**config.mk**
```make
export PLATFORM = sky130hd
export DESIGN_NAME = memword_monitor
export DESIGN_NICKNAME = d
export VERILOG_FILES = /design/src/rtl/memmon_pkg.sv /design/src/rtl/memmon_match.sv /design/src/rtl/memmon_lane.sv /design/src/rtl/memmon_err.sv /design/src/rtl/memword_monitor.sv
export SDC_FILE = /design/constraint.sdc
export NUM_CORES = 1
export LEC_CHECK = 0
export BUFFER_PORTS_ARGS = -buffer_cell sky130_fd_sc_hd__buf_2
export CORE_MARGIN = 3
export CORE_UTILIZATION = 40
export CTS_CLUSTER_DIAMETER = 150
export DETAILED_ROUTE_END_ITERATION = 8
export GPL_TIMING_DRIVEN = 0
export PLACE_DENSITY = 0.78
export SYNTH_ARGS = -nofsm -noshare
export SYNTH_HDL_FRONTEND = slang
export SYNTH_HIERARCHICAL = 1
export SYNTH_SLANG_ARGS = --single-unit
```
**constraint.sdc**
```tcl
create_clock -name clk_i -period 1.54 [get_ports clk_i]
set_input_delay 0.308 -clock clk_i [delete_from_list [all_inputs] [get_ports clk_i]]
set_output_delay 0.308 -clock clk_i [all_outputs]
set_load 0.05 [all_outputs]
```
**src/rtl/memmon_pkg.sv**
```systemverilog
package memmon_pkg;
  localparam int unsigned BYTE_W = 8;

  typedef enum logic {
    SRC_BUS   = 1'b0,
    SRC_STORE = 1'b1
  } byte_src_e;
endpackage

```
**src/rtl/memmon_match.sv**
```systemverilog
module memmon_match #(
  parameter int unsigned ADDR_W = 32,
  parameter int unsigned LSB    = 2
) (
  input  logic [ADDR_W-1:0] a_i,
  input  logic [ADDR_W-1:0] b_i,
  output logic              eq_o
);
  assign eq_o = (a_i[ADDR_W-1:LSB] == b_i[ADDR_W-1:LSB]);
endmodule

```
**src/rtl/memmon_lane.sv**
```systemverilog
module memmon_lane
  import memmon_pkg::*;
(
  input  logic              clk_i,
  input  logic              rst_ni,
  input  logic              ret_hit_i,
  input  logic              ret_skip_i,
  input  logic              ret_rd_i,
  input  logic              ret_wr_i,
  input  logic [BYTE_W-1:0] ret_rbyte_i,
  input  logic [BYTE_W-1:0] ret_wbyte_i,
  input  logic              bus_hit_i,
  input  logic              bus_flush_i,
  input  logic [BYTE_W-1:0] bus_byte_i,
  output logic              mism_o
);
  logic              valid_q;
  byte_src_e         src_q;
  logic [BYTE_W-1:0] value_q;
  logic              store;

  assign store  = ret_hit_i && ret_wr_i;
  // compare against state held before this cycle's updates
  assign mism_o = ret_hit_i && ret_rd_i && valid_q && (ret_rbyte_i != value_q);

  always_ff @(posedge clk_i or negedge rst_ni) begin
    if (!rst_ni) begin
      valid_q <= 1'b0;
      src_q   <= SRC_BUS;
      value_q <= '0;
    end else if (store) begin
      valid_q <= 1'b1;
      src_q   <= SRC_STORE;
      value_q <= ret_wbyte_i;
    end else if (bus_flush_i && src_q == SRC_BUS) begin
      valid_q <= 1'b0;
    end else if (bus_hit_i && !valid_q) begin
      valid_q <= 1'b1;
      src_q   <= SRC_BUS;
      value_q <= bus_byte_i;
    end
  end

  AST_STORE_VALUE: assert property (@(posedge clk_i) disable iff (!rst_ni)
    store |=> valid_q && value_q == $past(ret_wbyte_i));
  AST_FETCH_FILL: assert property (@(posedge clk_i) disable iff (!rst_ni)
    bus_hit_i && !valid_q && !store |=> valid_q && value_q == $past(bus_byte_i));
  AST_FETCH_HOLD: assert property (@(posedge clk_i) disable iff (!rst_ni)
    bus_hit_i && valid_q && !store && !bus_flush_i |=> valid_q && $stable(value_q));
  AST_TRAP_INERT: assert property (@(posedge clk_i) disable iff (!rst_ni)
    ret_skip_i && !bus_hit_i && !bus_flush_i |=> $stable(valid_q) && $stable(value_q));
  AST_FLUSH_DROP: assert property (@(posedge clk_i) disable iff (!rst_ni)
    bus_flush_i && src_q == SRC_BUS && !store |=> !valid_q);
endmodule

```
**src/rtl/memmon_err.sv**
```systemverilog
module memmon_err (
  input  logic clk_i,
  input  logic rst_ni,
  input  logic mism_i,
  output logic err_o
);
  logic err_q;

  always_ff @(posedge clk_i or negedge rst_ni) begin
    if (!rst_ni) err_q <= 1'b0;
    else         err_q <= err_q | mism_i;
  end

  assign err_o = err_q;

  AST_ERR_STICKY: assert property (@(posedge clk_i) disable iff (!rst_ni)
    err_q |=> err_q);
endmodule

```
**src/rtl/memword_monitor.sv**
```systemverilog
module memword_monitor
  import memmon_pkg::*;
#(
  parameter int unsigned ADDR_W      = 32,
  parameter int unsigned DATA_W      = 32,
  parameter int unsigned FAULT_BYTES = 16
) (
  input  logic                     clk_i,
  input  logic                     rst_ni,
  input  logic [ADDR_W-1:0]        watch_addr_i,
  input  logic                     bus_valid_i,
  input  logic [ADDR_W-1:0]        bus_addr_i,
  input  logic [DATA_W/BYTE_W-1:0] bus_rmask_i,
  input  logic [DATA_W-1:0]        bus_rdata_i,
  input  logic                     bus_fault_i,
  input  logic                     ret_valid_i,
  input  logic                     ret_trap_i,
  input  logic [ADDR_W-1:0]        ret_addr_i,
  input  logic [DATA_W/BYTE_W-1:0] ret_rmask_i,
  input  logic [DATA_W/BYTE_W-1:0] ret_wmask_i,
  input  logic [DATA_W-1:0]        ret_rdata_i,
  input  logic [DATA_W-1:0]        ret_wdata_i,
  output logic                     err_o
);
  localparam int unsigned NB       = DATA_W / BYTE_W;
  localparam int unsigned WORD_LSB = (NB > 1) ? $clog2(NB) : 1;
  localparam int unsigned GRAN_LSB = (FAULT_BYTES > NB) ? $clog2(FAULT_BYTES) : WORD_LSB;

  logic          ret_word_eq, bus_word_eq, bus_gran_eq;
  logic          ret_hit, ret_skip, bus_hit, bus_flush, mism_any;
  logic [NB-1:0] mism;

  memmon_match #(.ADDR_W(ADDR_W), .LSB(WORD_LSB)) u_ret_word (
    .a_i(ret_addr_i), .b_i(watch_addr_i), .eq_o(ret_word_eq));
  memmon_match #(.ADDR_W(ADDR_W), .LSB(WORD_LSB)) u_bus_word (
    .a_i(bus_addr_i), .b_i(watch_addr_i), .eq_o(bus_word_eq));
  memmon_match #(.ADDR_W(ADDR_W), .LSB(GRAN_LSB)) u_bus_gran (
    .a_i(bus_addr_i), .b_i(watch_addr_i), .eq_o(bus_gran_eq));

  assign ret_hit   = ret_valid_i && !ret_trap_i && ret_word_eq;
  assign ret_skip  = ret_valid_i &&  ret_trap_i && ret_word_eq;
  assign bus_hit   = bus_valid_i && !bus_fault_i && bus_word_eq;
  assign bus_flush = bus_valid_i &&  bus_fault_i && bus_gran_eq;

  for (genvar b = 0; b < NB; b++) begin : g_lane
    memmon_lane u_lane (
      .clk_i       (clk_i),
      .rst_ni      (rst_ni),
      .ret_hit_i   (ret_hit),
      .ret_skip_i  (ret_skip),
      .ret_rd_i    (ret_rmask_i[b]),
      .ret_wr_i    (ret_wmask_i[b]),
      .ret_rbyte_i (ret_rdata_i[b*BYTE_W +: BYTE_W]),
      .ret_wbyte_i (ret_wdata_i[b*BYTE_W +: BYTE_W]),
      .bus_hit_i   (bus_hit && bus_rmask_i[b]),
      .bus_flush_i (bus_flush),
      .bus_byte_i  (bus_rdata_i[b*BYTE_W +: BYTE_W]),
      .mism_o      (mism[b])
    );
  end

  assign mism_any = |mism;

  memmon_err u_err (
    .clk_i  (clk_i),
    .rst_ni (rst_ni),
    .mism_i (mism_any),
    .err_o  (err_o)
  );

  AST_ERR_CAUSE: assert property (@(posedge clk_i) disable iff (!rst_ni)
    $rose(err_o) |-> $past(mism_any));
  AST_OTHER_WORD: assert property (@(posedge clk_i) disable iff (!rst_ni)
    ret_valid_i && !ret_word_eq |-> !mism_any);
  AST_ADDR_HELD: assert property (@(posedge clk_i) disable iff (!rst_ni)
    $stable(watch_addr_i));
endmodule

```
==> flow_metrics.tcl, run 1 <==
set metrics [dict create \
    ant_nets 0 \
    clock_latency_ns 0.28 \
    clkSinkCount 41 \
    grt_max_degree 42 \
    total_power_mw 2.728 \
    maxCapViolCount 0 \
    combPwrFrac 0.283 \
    fill_cells 661 \
    start_util 0.4202 \
    cts_tree "done" \
    r2r_cells 5 \
    drt_first_iter_violations 72 \
    rows 33 \
    slew_violations 0 \
    ir_worst_vdd_v 0.0004673 \
    outcome "finished, violations left" \
    fmax_mhz 432.7 \
    power_switching_mw 0.7107 \
    fin_util 0.6502 \
    rr_startpoint "g_lane[1].u_lane/value_q[7]$_DFFE_PN0P_" \
    power.density_nw_per_um2 498.1 \
    syn2layout_area_growth_pct 54.72 \
    cts_root_buf "clkbuf_8" \
    drt-total-wl_um 11130 \
    netlist_instances 310 \
    antenna_found_initial 0 \
    dieWidth_um 100.1 \
    finalHoldViolCount 0 \
    grt_pass1_vias 3521 \
    vias 3202 \
    syn_area_per_cell_um2 11.42 \
    slew_headroom 0.4207 \
    critPathKind "in2reg" \
    worst_setup_path_start_kind "primary input" \
    ios 211 \
    die_h_um 100.1 \
    cp-end-kind "flop" \
    rsz0062_at_grt "true" \
    stdcell_area_um2 5477 \
    grt_pass1_wl_um 16810 \
    post-dp-hpwl_um 8498 \
    crit_required_ns 1.70 \
    r2r-end "u_err/err_o$_DFF_PN0_" \
    core_um2 8423 \
    dieArea_um2 10010 \
    nets 748 \
    p_int_mw 2.017 \
    setup_viol 41 \
    critPathArrivalTime_ns 2.47 \
    fin_worst_skew_ns 0.009085 \
    hold_path_class "in2async" \
    cts_hold_buffers 0 \
    wl_per_cell_um 17.28 \
    viasPerCell 4.972 \
    diodes 0 \
    ctsLongestPathBuffers 2 \
    timing.final.ws_setup_ns -0.7709 \
    finalCriticalPeriod_ns 2.311 \
    grt-ovfl-total 0 \
    synth_area_um2 3540 \
    numCtsBuffers 5 \
    power_frac_clock 0.322 \
    switching_share 0.2605 \
    violations "negative setup slack" \
    placed_area_um2 4698 \
    grtUsageTotal 0.2133 \
    post-place-ws_ns -1.253 \
    drc 0 \
    firstDrtPassIters 5 \
    worstPathCellList "buf_8 > xor2_2 > nor4_2 > nand3_1 > nor4_4 > and4b_2 > nand2b_4 > o21ai_4 > clkbuf_16 > mux2_4" \
    drive_above_1_share 0.6494 \
    path_buf_inv 2 \
    path_max_fanout 4 \
    path_delay_family "simple AND/OR/NAND/NOR gates" \
    reg2reg_slack_ns -0.43 \
    io_buffers 204 \
    yosysWarnings 6 \
    period_share 1.501 \
    cellLeakagePower_nw 2.722 \
    gp_congestion 0.8760 \
    worstMarginPinSlew_ns 0.8690 \
    critical-path-max-stage-delay_ns 0.33 \
    synth_nets 520 \
    cts.clk_slew.worst_paths_ns 0.08 \
    seqPwrFrac 0.394 \
    cts_htree_levels 2 \
    slowest_stage "nor4_4" \
]
==> worst reg2reg max path: stages (launching register included) <==
cell and delay, ns:
dfrtp_1 0.41, xor2_1 0.17, nor4_2 0.43, a21oi_4 0.11, or4_1 0.52, or2_1 0.22
==> routing by layer <==
layer	up-vias	track usage	part of all wire
met5	-	0	0
met4	0	0.05181	0.020
met2	121	0.3951	0.54
met1	1515	0.2560	0.39
met3	20	0.03614	0.056
li1	1546	-	-
==> state kept, by name (all words and copies together) (netlist names) <==
signal,count
g_lane.u_lane/valid_q,4
g_lane.u_lane/src_q,4
u_err/err_o,1
g_lane.u_lane/value_q,32
==> cells in the final DEF, fill, tap and decap left out, types with 3 or more instances in the layout <==
cell      instances
nand2_2           4
o21ai_4           6
inv_1             4
xnor2_1          32
and4b_1           3
buf_2           183
nand2_8           3
nor4_2           11
buf_4             9
nor4_4            4
nand2b_4          4
buf_6            17
clkbuf_8          6
nor4_1           10
nand3_1           3
buf_12            3
dfrtp_1          41
buf_8             4
a21oi_2           3
xor2_1           76
mux2_4           32
mux2_2           32
o21bai_1          4
nand4_1          10
xor2_2           12
nor2b_4           4
nand2_1           4
nand3_2           3
==> per-stage QoR <==
| stage | TNS [ns] | cells | hold WS [ns] |
|---|---|---|---|
| 2_1_floorplan | -22.11 | 310 | 0.01241 |
| 3_5_place_dp | -47.05 | 619 | 0.4539 |
| 5_1_grt | -28.50 | 644 | 0.1885 |
| 3_3_place_gp | -45.53 | 619 | 0.4456 |
| 4_1_cts | -25.68 | 639 | 0.1577 |
| 6_report | -26.60 | 644 | 0.1320 |
==> timing repair <==
action,in CTS,in global routing
pin swaps,29,22
cloned,3,1
gates resized for setup,60,38
buffers inserted,9,4
setup endpoints to repair,41,41
==> worst max path at each step <==
stage                           startpoint                                      end  slack (ns)  cells after the start
after floorplan           watch_addr_i[26]  g_lane[0].u_lane/value_q[0]$_DFFE_PN0P_       -0.62                      8
after global placement    watch_addr_i[26]  g_lane[2].u_lane/value_q[0]$_DFFE_PN0P_       -1.20                      9
after detailed placement  watch_addr_i[11]  g_lane[2].u_lane/value_q[1]$_DFFE_PN0P_       -1.25                      9
after CTS                    bus_addr_i[8]  g_lane[3].u_lane/value_q[0]$_DFFE_PN0P_       -0.73                      9
after global routing         bus_addr_i[7]  g_lane[1].u_lane/value_q[0]$_DFFE_PN0P_       -0.83                     10
final                        bus_addr_i[7]  g_lane[1].u_lane/value_q[0]$_DFFE_PN0P_       -0.77                     10
==> layout make-up <==
class,instances,area [µm²],area share
multi-input combinational,268,2856,0.5216
timing repair buffer,218,1328,0.2424
sequential,41,1026,0.1873
tap,105,131.4,0.02399
clock buffer,6,82.58,0.01508
clock inverter,2,37.54,0.006854
inverter,4,15.01,0.002742
==> power by group through the flow <==
stage | clock network [mW] | logic (mW) | registers [mW]
final | 0.879 | 0.773 | 1.08
after global routing | 0.966 | 0.839 | 1.08
after CTS | 0.916 | 0.718 | 1.08
after detailed placement | 0 | 0.654 | 1.10
after global placement | 0 | 0.633 | 1.10
after floorplan | 0 | 0.256 | 1.10
No activity file was read; power rests on OpenSTA's default activity.
==> inputs of run 2 (changes only) <==
PLACE_DENSITY = default   (was 0.78)
PLACE_DENSITY_LB_ADDON = 0.25   (was default)
==> flow_metrics.tcl, run 2 (synthesis gave the netlist of run 1 again) <==
set metrics [dict create \
    syn2layout_area_growth_pct 45.14 \
    diodes 0 \
    slowest_stage "nor4_2" \
    ctsLongestPathBuffers 2 \
    nets 739 \
    wl_met1_um 3990 \
    rows 33 \
    path_max_fanout 10 \
    grt-ovfl-total 0 \
    grtUsageTotal 0.1857 \
    reg_top3 "g_lane.u_lane/value_q (32), g_lane.u_lane/src_q (4), g_lane.u_lane/valid_q (4)" \
    cts_hold_buffers 0 \
    grt_max_degree 42 \
    drt-total-wl_um 9632 \
    vias 3099 \
    largest_reg_flops 32 \
    fin_worst_skew_ns 0.006707 \
    start_util 0.4202 \
    power.density_nw_per_um2 517.0 \
    path_buf_inv 3 \
    drive_above_1_share 0.6000 \
    finalCriticalPeriod_ns 2.250 \
    crit_required_ns 1.71 \
    fin_setup_tns_ns -24.88 \
    rsz0062_at_grt "true" \
    cts.clk_slew.worst_paths_ns 0.08 \
    ant_nets 0 \
    r2r-end "u_err/err_o$_DFF_PN0_" \
    critical-path-max-stage-delay_ns 0.32 \
    fin_util 0.6099 \
    violations "negative setup slack" \
    post-dp-hpwl_um 7878 \
    finalHoldViolCount 0 \
    viasPerCell 4.880 \
    cts_htree_levels 2 \
    cts_tree "done" \
    critPathKind "in2reg" \
    timing.final.ws_setup_ns -0.7099 \
    cp-end-kind "flop" \
    ios 211 \
    wl_met3_um 585 \
    io_buffers 204 \
    worstMarginPinSlew_ns 0.9150 \
    ir_worst_vdd_v 0.0003606 \
    cellLeakagePower_nw 2.642 \
    r2r_cells 5 \
    drt_first_iter_violations 71 \
    worst_setup_path_start_kind "primary input" \
    slew_violations 0 \
    routed.top_layer "met4" \
    firstDrtPassIters 4 \
    fmax_mhz 444.5 \
    layout_commonest_cell "buf_2" \
    maxCapViolCount 0 \
    worstPathCellList "buf_6 > xor2_1 > nor4_2 > nand3_1 > nor4_2 > and3b_2 > buf_12 > nand2_4 > o21ai_4 > buf_12 > mux2_4" \
    period_share 1.461 \
    reg2reg_slack_ns -0.39 \
    die_h_um 100.1 \
    setup_viol 41 \
    dieArea_um2 10010 \
    hold_path_class "in2async" \
    wl_met2_um 4833 \
    clkSinkCount 41 \
    dp.cells 619 \
    dieWidth_um 100.1 \
    wl_per_cell_um 15.17 \
    total_power_mw 2.656 \
    drc 0 \
    final_cell_count_no_fill 635 \
    rr_startpoint "g_lane[0].u_lane/value_q[7]$_DFFE_PN0P_" \
    post-place-ws_ns -1.253 \
    core_um2 8423 \
    critPathArrivalTime_ns 2.42 \
    antenna_found_initial 0 \
    final_cell_mix "192 x buf_2, 87 x xor2_1, 41 x dfrtp_1" \
    slew_headroom 0.3900 \
    grt_pass1_wl_um 14950 \
    path_delay_family "simple AND/OR/NAND/NOR gates" \
    top_register "g_lane.u_lane/value_q" \
    outcome "finished, violations left" \
    numCtsBuffers 5 \
    cts_root_buf "clkbuf_8" \
    grt_pass1_vias 3287 \
    gp_congestion 0.8597 \
    clock_latency_ns 0.29 \
]
run 2: changes by cell type in the layout (fill, tap and decap cells not counted), sizes merged:
cell | previous run | this run
clkbuf | 8 | 7
o21ai | 6 | 4
buf | 216 | 211
clkinvlp | 1 | 0
run 2: metal layers:
layer  vias to the layer above  GRT usage
met5                         -          0
met4                         0    0.05699
met3                        16    0.02988
met2                       115     0.3299
met1                      1430     0.2307
li1                       1538          -
run 2: cell type report:
class | count | area, µm²
timing repair buffer | 211 | 1211
multi-input combinational | 266 | 2638
tap | 105 | 131.4
fill | 730 | 3286
clock buffer | 7 | 86.33
sequential | 41 | 1026
clock inverter | 1 | 30.03
inverter | 4 | 15.01
run 2: worst max path at each step:
stage / start / end / slack [ns] / cells past startpoint
floorplan: watch_addr_i[26] / g_lane[0].u_lane/value_q[0]$_DFFE_PN0P_ / -0.62 / 8
CTS: watch_addr_i[7] / g_lane[3].u_lane/value_q[5]$_DFFE_PN0P_ / -0.71 / 10
global route: watch_addr_i[16] / g_lane[1].u_lane/value_q[0]$_DFFE_PN0P_ / -0.80 / 10
global placement: watch_addr_i[26] / g_lane[1].u_lane/value_q[4]$_DFFE_PN0P_ / -1.26 / 9
detailed placement: watch_addr_i[26] / g_lane[1].u_lane/value_q[1]$_DFFE_PN0P_ / -1.25 / 9
finish: ret_addr_i[7] / g_lane[1].u_lane/value_q[2]$_DFFE_PN0P_ / -0.71 / 11
run 2: where the power goes:
part,leakage [nW],internal [mW],switching (mW)
sequential,0.552,1.08,0.0000000384
clock,0.0585,0.529,0.363
combinational,2.03,0.384,0.305
total,2.64,1.99,0.668
run 2: worst register-to-register path, cell delays in order (launching register included):
cell	delay (ns)
dfrtp_1	0.39
xor2_1	0.17
nor4_1	0.43
a21oi_1	0.11
or4_1	0.51
or2_1	0.21
run 2: per-stage QoR:
| stage | cell area (µm²) | hold WS, ns |
|---|---|---|
| 2_1_floorplan | 3546 | 0.01241 |
| 5_1_grt | 5137 | 0.2167 |
| 3_3_place_gp | 4698 | 0.4461 |
| 6_report | 5137 | 0.1472 |
| 3_5_place_dp | 4698 | 0.4467 |
| 4_1_cts | 5114 | 0.1771 |
run 2: timing repair:
action                     in CTS  in global routing
pin swaps                      15                  4
setup buffers                   6                  1
resized for setup              43                  4
cloned                          1                  0
setup endpoints to repair      41                 41
==> inputs of run 3 (changes only) <==
CORE_ASPECT_RATIO = 1.1   (was default)
==> flow_metrics.tcl, run 3 (synthesis gave the netlist of run 1 again) <==
set metrics [dict create \
    post-place-ws_ns -1.289 \
    grt_pass1_wl_um 15020 \
    ios 211 \
    die_h_um 104.7 \
    start_util 0.4166 \
    fin_worst_skew_ns 0.01341 \
    wl_per_cell_um 15.09 \
    antenna_found_initial 0 \
    rr_startpoint "g_lane[1].u_lane/value_q[6]$_DFFE_PN0P_" \
    top_register "g_lane.u_lane/value_q" \
    outcome "finished, violations left" \
    drt-total-wl_um 9670 \
    layout_commonest_cell "buf_2" \
    diodes 0 \
    nets 740 \
    syn2layout_area_growth_pct 44.33 \
    drt_first_iter_violations 40 \
    critPathArrivalTime_ns 2.37 \
    cp-end-kind "flop" \
    gp_congestion 0.7735 \
    critPathKind "in2reg" \
    rsz0062_at_grt "true" \
    path_max_fanout 8 \
    final_cell_mix "197 x buf_2, 85 x xor2_1, 41 x dfrtp_1" \
    firstDrtPassIters 4 \
    finalHoldViolCount 0 \
    rows 35 \
    drc 0 \
    layout.area.seq_um2 1026 \
    largest_reg_flops 32 \
    grtUsageTotal 0.1886 \
    r2r-end "u_err/err_o$_DFF_PN0_" \
    slew_headroom 0.3899 \
    reg_top3 "g_lane.u_lane/value_q (32), g_lane.u_lane/src_q (4), g_lane.u_lane/valid_q (4)" \
    clock_latency_ns 0.29 \
    multi_input_area_um2 2629 \
    cts.clk_slew.worst_paths_ns 0.07 \
    holdWs_ns 0.1516 \
    period_share 1.428 \
    viasPerCell 4.866 \
    ant_nets 0 \
    dieArea_um2 10010 \
    crit_required_ns 1.71 \
    fmax_mhz 454.6 \
    maxCapViolCount 0 \
    clkSinkCount 41 \
    power.density_nw_per_um2 485.7 \
    reg2reg_slack_ns -0.36 \
    hold_path_class "in2async" \
    core_um2 8496 \
    cellLeakagePower_nw 2.609 \
    ctsLongestPathBuffers 2 \
    worst_setup_path_start_kind "primary input" \
    violations "negative setup slack" \
    grt-ovfl-total 0 \
    io_buffers 204 \
    cts_root_buf "clkbuf_8" \
    total_power_mw 2.481 \
    r2r_cells 5 \
    slew_violations 0 \
    cts_hold_buffers 0 \
    fill_cells 737 \
    post-dp-hpwl_um 8101 \
    drive_above_1_share 0.6075 \
    grt_pass1_vias 3252 \
    ir_worst_vdd_v 0.0003743 \
    finalCriticalPeriod_ns 2.200 \
    cts_tree "done" \
    dieWidth_um 95.69 \
    setup_viol 41 \
    numCtsBuffers 5 \
    timing.final.ws_setup_ns -0.6597 \
    vias 3119 \
    grt_max_degree 42 \
    worstMarginPinSlew_ns 0.9151 \
    cts_htree_levels 2 \
]
## run 3: changes by cell type in the layout (fill, tap and decap cells not counted), sizes merged
cell	previous run	this run
buf	211	213
bufinv	1	0
clkbuf	7	6
clkinvlp	0	1
nand2	13	12
## run 3: cell type report
type / count / area share
Clock buffer: 6 / 0.01616
Clock inverter: 1 / 0.001470
Inverter: 4 / 0.002939
Multi-Input combinational cell: 265 / 0.5146
Sequential cell: 41 / 0.2008
Tap cell: 111 / 0.02719
Timing Repair Buffer: 213 / 0.2368
## run 3: how the worst max path moves through the flow
stage | slack [ns] | depth (start not counted) | endpoint | from
final | -0.66 | 10 | g_lane[3].u_lane/value_q[7]$_DFFE_PN0P_ | watch_addr_i[26]
after global routing | -0.77 | 10 | g_lane[3].u_lane/value_q[3]$_DFFE_PN0P_ | watch_addr_i[26]
after CTS | -0.68 | 10 | g_lane[3].u_lane/value_q[7]$_DFFE_PN0P_ | watch_addr_i[26]
after detailed placement | -1.29 | 9 | g_lane[3].u_lane/value_q[5]$_DFFE_PN0P_ | watch_addr_i[26]
after global placement | -1.23 | 9 | g_lane[2].u_lane/value_q[7]$_DFFE_PN0P_ | watch_addr_i[26]
after floorplan | -0.62 | 8 | g_lane[0].u_lane/value_q[0]$_DFFE_PN0P_ | watch_addr_i[26]
## run 3: routing by layer
metal  routed length (µm)  share of wire  GRT usage  vias to the layer above
li1                     -              -          -                     1535
met1                 3743           0.39     0.2189                     1464
met2                 5179           0.54     0.3467                      116
met3                  669          0.069    0.03816                        4
met4                   78         0.0081    0.04370                        0
met5                    0              0          0                        -
## run 3: timing repair
action                                  CTS  global route
hold endpoints to repair                  0             0
endpoints found under the setup margin   41            41
resized for setup                        34            10
buffers inserted                          9             1
pin swaps                                12             6
## run 3: where the power goes
part	leakage, nW	switching (mW)	internal [mW]	total [mW]
logic	2.01	0.306	0.380	0.686
clock network	0.0433	0.365	0.355	0.720
registers	0.552	0.0000000371	1.08	1.08
## run 3: critical path: stages
cell and delay (ns):
buf_8 0.11, xor2_2 0.17, nor4_2 0.30, nand3_1 0.16, nor4_4 0.30, and4b_2 0.32, nand2b_4 0.07, o21ai_4 0.18
buf_12 0.16, mux2_4 0.30
## run 3: metrics by stage
stage	util	area (µm²)	std cells	setup TNS [ns]
global placement	0.5539	4706	625	-46.78
global route	0.6013	5109	641	-27.55
finish	0.6013	5109	641	-22.81
detailed placement	0.5539	4706	625	-49.19
floorplan	-	3546	310	-22.11
CTS	0.5944	5050	641	-23.99
